## src/rtl/pwr_pkg.sv

```systemverilog
package pwr_pkg;

    typedef enum logic [2:0] {
        PM_RESET  = 3'd0,
        PM_FULL   = 3'd1,
        PM_DIV    = 3'd2,
        PM_SLEEP  = 3'd3,
        PM_SWSTBY = 3'd4,
        PM_HWSTBY = 3'd5
    } pm_state_t;

endpackage

```

## src/rtl/pwr_ratio_latch.sv

```systemverilog
module pwr_ratio_latch #(
    parameter int SEL_W   = 3,
    parameter int MAX_SEL = 5
) (
    input  logic             clk,
    input  logic             clear,
    input  logic             wr_en,
    input  logic [SEL_W-1:0] wr_val,
    input  logic             apply,
    output logic [SEL_W-1:0] ratio,
    output logic [SEL_W-1:0] ratio_nxt
);

    localparam logic [SEL_W-1:0] LIMIT = SEL_W'(MAX_SEL);

    logic [SEL_W-1:0] pend_val;
    logic             pend_vld;
    logic             wr_ok;

    // codes above LIMIT are reserved and dropped here
    assign wr_ok     = wr_en && (wr_val <= LIMIT);
    assign ratio_nxt = (apply && pend_vld) ? pend_val : ratio;

    always_ff @(posedge clk) begin
        if (clear) begin
            ratio    <= '0;
            pend_val <= '0;
            pend_vld <= 1'b0;
        end else begin
            if (apply && pend_vld) begin
                ratio    <= pend_val;
                pend_vld <= 1'b0;
            end
            if (wr_ok) begin
                pend_val <= wr_val;
                pend_vld <= 1'b1;
            end
        end
    end

endmodule

```

## src/rtl/pwr_clk_div.sv

```systemverilog
module pwr_clk_div #(
    parameter int SEL_W = 3,
    parameter int CNT_W = 5
) (
    input  logic             clk,
    input  logic             clear,
    input  logic [SEL_W-1:0] ratio,
    output logic             tick
);

    logic [CNT_W-1:0] cnt;
    logic [CNT_W-1:0] msk;

    // bit g of the mask is set when the ratio reaches past it
    for (genvar g = 0; g < CNT_W; g++) begin : g_mask
        assign msk[g] = (g < int'(ratio));
    end

    always_ff @(posedge clk) begin
        if (clear) cnt <= '0;
        else       cnt <= cnt + 1'b1;
    end

    assign tick = ((cnt & msk) == '0);

endmodule

```

## src/rtl/pwr_mode_fsm.sv

```systemverilog
module pwr_mode_fsm
    import pwr_pkg::*;
#(
    parameter int SEL_W = 3
) (
    input  logic             clk,
    input  logic             res_n,
    input  logic             wdt_ovf,
    input  logic             hstby_n,
    input  logic             sleep_req,
    input  logic             stby_sel,
    input  logic             irq_int,
    input  logic             irq_ext,
    input  logic [SEL_W-1:0] ratio_nxt,
    input  logic             tick,
    output pm_state_t        state,
    output logic             running,
    output logic             clear,
    output logic             cpu_en,
    output logic             bus_en,
    output logic             per_en
);

    pm_state_t nxt;
    pm_state_t run_pick;

    assign run_pick = (ratio_nxt != '0) ? PM_DIV : PM_FULL;
    assign running  = (state == PM_FULL) || (state == PM_DIV);
    assign clear    = !hstby_n || !res_n || wdt_ovf
                      || (state == PM_HWSTBY) || (state == PM_RESET);

    always_comb begin
        nxt = state;
        if (!hstby_n) begin
            nxt = PM_HWSTBY;
        end else if (state == PM_HWSTBY) begin
            nxt = PM_RESET;
        end else if (!res_n || wdt_ovf) begin
            nxt = PM_RESET;
        end else begin
            unique case (state)
                PM_RESET:  nxt = PM_FULL;
                PM_FULL,
                PM_DIV: begin
                    if (sleep_req) nxt = stby_sel ? PM_SWSTBY : PM_SLEEP;
                    else           nxt = run_pick;
                end
                PM_SLEEP:  if (irq_int || irq_ext) nxt = run_pick;
                PM_SWSTBY: if (irq_ext) nxt = run_pick;
                PM_HWSTBY: nxt = PM_RESET;
                default:   nxt = PM_RESET;
            endcase
        end
    end

    // state register
    always_ff @(posedge clk) begin
        state <= nxt;
    end

    // enable outputs
    always_comb begin
        cpu_en = 1'b0;
        bus_en = 1'b0;
        per_en = 1'b0;
        unique case (state)
            PM_FULL,
            PM_DIV: begin
                cpu_en = tick;
                bus_en = tick;
                per_en = tick;
            end
            PM_SLEEP: begin
                bus_en = tick;
                per_en = tick;
            end
            default: ;
        endcase
    end

    p_hwstby_entry_r10: assert property (@(posedge clk) disable iff (!res_n)
        !hstby_n |=> state == PM_HWSTBY);

    p_hwstby_exit_r11: assert property (@(posedge clk) disable iff (!res_n)
        (state == PM_HWSTBY && hstby_n) |=> state == PM_RESET);

    p_swstby_hold_r9: assert property (@(posedge clk) disable iff (!res_n)
        (state == PM_SWSTBY && !irq_ext && hstby_n && !wdt_ovf)
        |=> state == PM_SWSTBY);

    p_sleep_wake_r7: assert property (@(posedge clk) disable iff (!res_n)
        (state == PM_SLEEP && (irq_int || irq_ext) && hstby_n && !wdt_ovf)
        |=> (state == PM_FULL || state == PM_DIV));

endmodule

```

## src/rtl/pwr_mode_ctrl.sv

```systemverilog
module pwr_mode_ctrl
    import pwr_pkg::*;
#(
    parameter int SEL_W   = 3,
    parameter int MAX_SEL = 5
) (
    input  logic             clk,
    input  logic             res_n,
    input  logic             wdt_ovf,
    input  logic             hstby_n,
    input  logic [SEL_W-1:0] clk_sel,
    input  logic             clk_sel_wr,
    input  logic             stby_sel,
    input  logic             sleep_req,
    input  logic             bus_end,
    input  logic             irq_int,
    input  logic             irq_ext,
    output logic [2:0]       mode_o,
    output logic [SEL_W-1:0] ratio_o,
    output logic             cpu_clk_en,
    output logic             bus_clk_en,
    output logic             per_clk_en
);

    localparam int CNT_W = MAX_SEL;

    pm_state_t        state;
    logic             running;
    logic             clear;
    logic             tick;
    logic [SEL_W-1:0] ratio;
    logic [SEL_W-1:0] ratio_nxt;
    logic             apply;

    assign apply = bus_end && running && !clear;

    pwr_ratio_latch #(.SEL_W(SEL_W), .MAX_SEL(MAX_SEL)) u_latch (
        .clk       (clk),
        .clear     (clear),
        .wr_en     (clk_sel_wr),
        .wr_val    (clk_sel),
        .apply     (apply),
        .ratio     (ratio),
        .ratio_nxt (ratio_nxt)
    );

    pwr_clk_div #(.SEL_W(SEL_W), .CNT_W(CNT_W)) u_div (
        .clk   (clk),
        .clear (clear),
        .ratio (ratio),
        .tick  (tick)
    );

    pwr_mode_fsm #(.SEL_W(SEL_W)) u_fsm (
        .clk       (clk),
        .res_n     (res_n),
        .wdt_ovf   (wdt_ovf),
        .hstby_n   (hstby_n),
        .sleep_req (sleep_req),
        .stby_sel  (stby_sel),
        .irq_int   (irq_int),
        .irq_ext   (irq_ext),
        .ratio_nxt (ratio_nxt),
        .tick      (tick),
        .state     (state),
        .running   (running),
        .clear     (clear),
        .cpu_en    (cpu_clk_en),
        .bus_en    (bus_clk_en),
        .per_en    (per_clk_en)
    );

    assign mode_o  = state;
    assign ratio_o = ratio;

    p_div_needs_ratio_r2: assert property (@(posedge clk) disable iff (!res_n)
        state == PM_DIV |-> ratio != '0);

    p_ratio_hold_r2: assert property (@(posedge clk) disable iff (!res_n)
        (!bus_end && hstby_n && !wdt_ovf) |=> $stable(ratio));

    p_wdt_clear_r1: assert property (@(posedge clk) disable iff (!res_n)
        (wdt_ovf && hstby_n) |=> (state == PM_RESET && ratio == '0));

    p_tick_gap_r5: assert property (@(posedge clk) disable iff (!res_n)
        (state == PM_DIV && $stable(ratio) && per_clk_en)
        |=> (!per_clk_en || state == PM_FULL));

endmodule

```

## config.mk

```make
export PLATFORM = sky130hd
export DESIGN_NAME = pwr_mode_ctrl
export DESIGN_NICKNAME = d
export VERILOG_FILES = /design/src/rtl/pwr_pkg.sv /design/src/rtl/pwr_ratio_latch.sv /design/src/rtl/pwr_clk_div.sv /design/src/rtl/pwr_mode_fsm.sv /design/src/rtl/pwr_mode_ctrl.sv
export SDC_FILE = /design/constraint.sdc
export NUM_CORES = 1
export LEC_CHECK = 0
export ABC_AREA = 1
export BUFFER_PORTS_ARGS = -buffer_cell sky130_fd_sc_hd__buf_2
export CAP_MARGIN = 20
export CORE_ASPECT_RATIO = 0.7
export CORE_MARGIN = 2
export CORE_UTILIZATION = 42
export DETAILED_ROUTE_END_ITERATION = 12
export PLACE_DENSITY = 0.66
export SETUP_SLACK_MARGIN = 0.2
export SYNTH_ARGS = -nofsm -noshare
export SYNTH_HDL_FRONTEND = slang
export SYNTH_HIERARCHICAL = 1
export SYNTH_SLANG_ARGS = --single-unit
```

## constraint.sdc

```tcl
create_clock -name clk -period 2.4 [get_ports clk]
set_input_delay 0.12 -clock clk [delete_from_list [all_inputs] [get_ports clk]]
set_output_delay 0.12 -clock clk [all_outputs]
set_load 0.01 [all_outputs]
```

==> summary.txt <==
Synthesis
  • Yosys reg bits: 15
  • Net Count, Synth: approximately 150
  • Sequential fraction of the synthesis area: about a third
  • Synthesized area per cell: 6.42 um^2
  • Yosys cell types: 24
  • Synth Cell Area: 867 um^2
  • Top cells by area, synth: dfxtp_1 35%, nand2_1 13%, inv_1 10%, nor2_1 7.4%, nand3_1 6.3%
  • Post-synthesis cell count: approximately 140
  • Area leader, netlist: dfxtp_1
  • YS warnings: 6
  • Area share of the largest cell type after synthesis: between 30% and 40%

GRT
  • Vias in the first global route: approximately 750
  • Tot GR Track Use: between 15 and 20%
  • Congestion Overflow GR: 0
  • First-pass GRT wire length: just over 3000 um
  • Pin count of the biggest net entering global routing: 11
  • Initial antenna violation count: 0

Clocking
  • Cts-stage hold buffer count: 0
  • H-tree depth: 1
  • Clock-pin slew on the worst setup and hold paths: 80 ps
  • Longest Clk Path Bufs: 2
  • Clk root buf: clkbuf_4
  • CTS Buf Count: 3
  • Worst-Skew Late Latency: 280 ps
  • Clk sinks: 15
  • CTS tree: yes

STA
  • Fin. Hold Viols: 0
  • Unrepaired setup endpoints after global routing: false
  • Max Clk Rate: 0.504 GHz
  • Final clock skew: roughly 1.4 ps
  • Hold_ws: ~36 ps
  • Setup TNS: 0 ps
  • Final Max Tran Viols: 0
  • Max-slew headroom: 80.2%
  • Crit path time final: ~2000 ps
  • Setup violations, final: 0
  • Final Cycle Share: between 80% and 90%
  • Slew of the pin with the lowest slew margin: approximately 290 ps

Die
  • Cell Rows: 13
  • DIE AREA: between 2000 and 2500 um^2
  • DIE WIDTH: between 50 and 60 um
  • Die height: roughly 42 um
  • Initial Util: 45.6%
  • Core Area: between 1500 and 2000 um^2
  • # IOs: 22

Pwr
  • Switching power share of the total: 26.7%
  • Reg power frac: 54.9%
  • Lkg Pwr: between 0.0005 and 0.0006 uW
  • Gate power share: approximately 15%
  • VDD IR max: approximately 0.00034 V
  • Internal power: roughly 350 uW
  • Switching pwr: roughly 130 uW
  • Pwr Total: 473 uW
  • Part of the power in the clock network: 30.0%
  • Power Density: between 400 and 500 nW/um^2

Hold path
  • Worst min path class: input port to register
  • Hold_sp: hstby_n

Critical path
  • Startpoint Class: register
  • Slowest-stage cell, CP: dfxtp_4
  • Top cell by count, worst path: nand2_1
  • WP data required: between 2000 and 3000 ps
  • Worst Setup SP: u_fsm/state[2]
  • Crit path cell chain: inv_4 -> nor2_1 -> nand2_1 -> nand2_1 -> inv_2 -> nand2_1 -> inv_1 -> nand2_2 -> nor2_2 -> nand2_2 -> o21ai_2 -> inv_1 -> nor2_1 -> nand2_1 -> inv_1 -> nand2_1 -> nand3_1 -> nand2_1 -> nor2_1 -> nor2_1
  • Arrival time worst endpoint: ~2200 ps
  • Crit path max fanout: 6
  • Crit path kind: register to register
  • CP endpoint kind: register
  • Reg-to-Reg Start: u_fsm/state[2]
  • Crit-path max cell delay: roughly 380 ps

Drt
  • First DRT Iteration DRCs: 28
  • WL per Instance: between 10 and 15 um
  • Final Routed Wirelength: 1960 um
  • DR vias: around 920
  • Residual DRC: 0
  • Detailed Routing Iterations Pass 1: 4
  • Post-route ant nets: 0
  • Vias per cell: approximately 5

Finish
  • Finished Cell Area: around 1100 um^2
  • Share of cells above drive strength 1: between 20 and 30%
  • Fin nets: approximately 180
  • Commonest cells after routing, fill and taps aside: 30 x nand2_1, 23 x inv_1, 21 x buf_2
  • # diodes: 0
  • Commonest non-fill, non-tap cell in the layout: nand2_1
  • Area growth syn-to-layout: 21.2%

Job
  • Max_cap viols: 0

Placed design
  • Cell Area, Placed: a little under 1000 um^2
  • Gpl congestion: roughly 0.86
  • Port buffer count: 21
  • Final HPWL DP: 1500 um

Run status
  • Status: finished clean
[synthesized netlist by cell type]
master	number
o21ai_0	2
nand2_4	1
nor2_2	4
buf_6	1
nand4_1	4
nor4_1	1
nor3_1	2
nand2_1	31
inv_1	24
ha_1	1
o21a_1	1
nor2_4	1
nand2_2	3
xnor2_1	1
inv_2	1
buf_4	1
dfxtp_1	15
a21oi_2	1
nor2_1	17
o21ai_1	3
and2_1	1
nand3_1	11
a21boi_0	1
a21oi_1	7
[path summary, 6_finish.rpt]
check,endpoint,slack (ps),cells past startpoint
setup / recovery,u_fsm/state[1],420,20
setup reg to reg,u_fsm/state[1],420,20
hold reg to reg,u_latch/pend_vld,490,2
hold / removal,u_fsm/state[2],40,2
[state kept, by name (all words and copies together), names as in the netlist]
| register | count |
|---|---|
| u_latch/ratio | 3 |
| u_latch/pend_val | 3 |
| u_fsm/state | 3 |
| u_latch/pend_vld | 1 |
| u_div/cnt | 5 |
[power groups by stage]
| stage | clock (uW) | sequential, uW | combinational (uW) |
|---|---|---|---|
| after detailed placement | 0 | 266 | 67.7 |
| after global routing | 158 | 260 | 79.5 |
| after CTS | 150 | 260 | 67.9 |
| after global placement | 0 | 265 | 66.5 |
| final | 142 | 260 | 71.5 |
| after floorplan | 0 | 266 | 40.9 |
[per-stage QoR]
stage               std cells  worst slack, ps  utilization [%]
finish                    183              417             55.2
detailed placement        177              290             51.9
floorplan                 135              332                -
global route              183              187             55.2
CTS                       181              264             53.3
global placement          177              372             51.9
[final cells by class]
class	count	area, um^2
sequential	15	305
timing repair buffer	24	128
inverter	25	96.3
tap	22	27.5
fill	201	852
multi-input combinational	93	468
clock buffer	4	26.3
[critical path: cells and delay by family (launching register included)]
| kind | cells | cell delay [ps] |
|---|---|---|
| flops | 1 | 380 |
| simple gates | 14 | 960 |
| compound gates | 1 | 170 |
| buf+inv | 5 | 370 |
[logic make-up after synthesis]
logic type / Yosys count / share of synthesized area (%)
simple gates: 76 / 40.3
buf+inv: 27 / 13.0
compound gates: 15 / 9.67
flops: 15 / 34.6
xor+xnor: 1 / 1.01
fa+ha+maj: 1 / 1.44
[layer usage]
metal | vias to the layer above | part of all wire, % | GRT usage (%)
li1 | 472 | - | -
met1 | 413 | 48 | 22.1
met2 | 30 | 44 | 24.5
met3 | 4 | 6.7 | 5.86
met4 | 0 | 1.5 | 6.05
met5 | - | 0 | 0
[timing repair]
| action | CTS | global route |
|---|---|---|
| endpoints found under the setup margin | 0 | 2 |
| resized for setup | 0 | 9 |
| buffers inserted | 0 | 2 |
(Power assumes the default switching activity.)
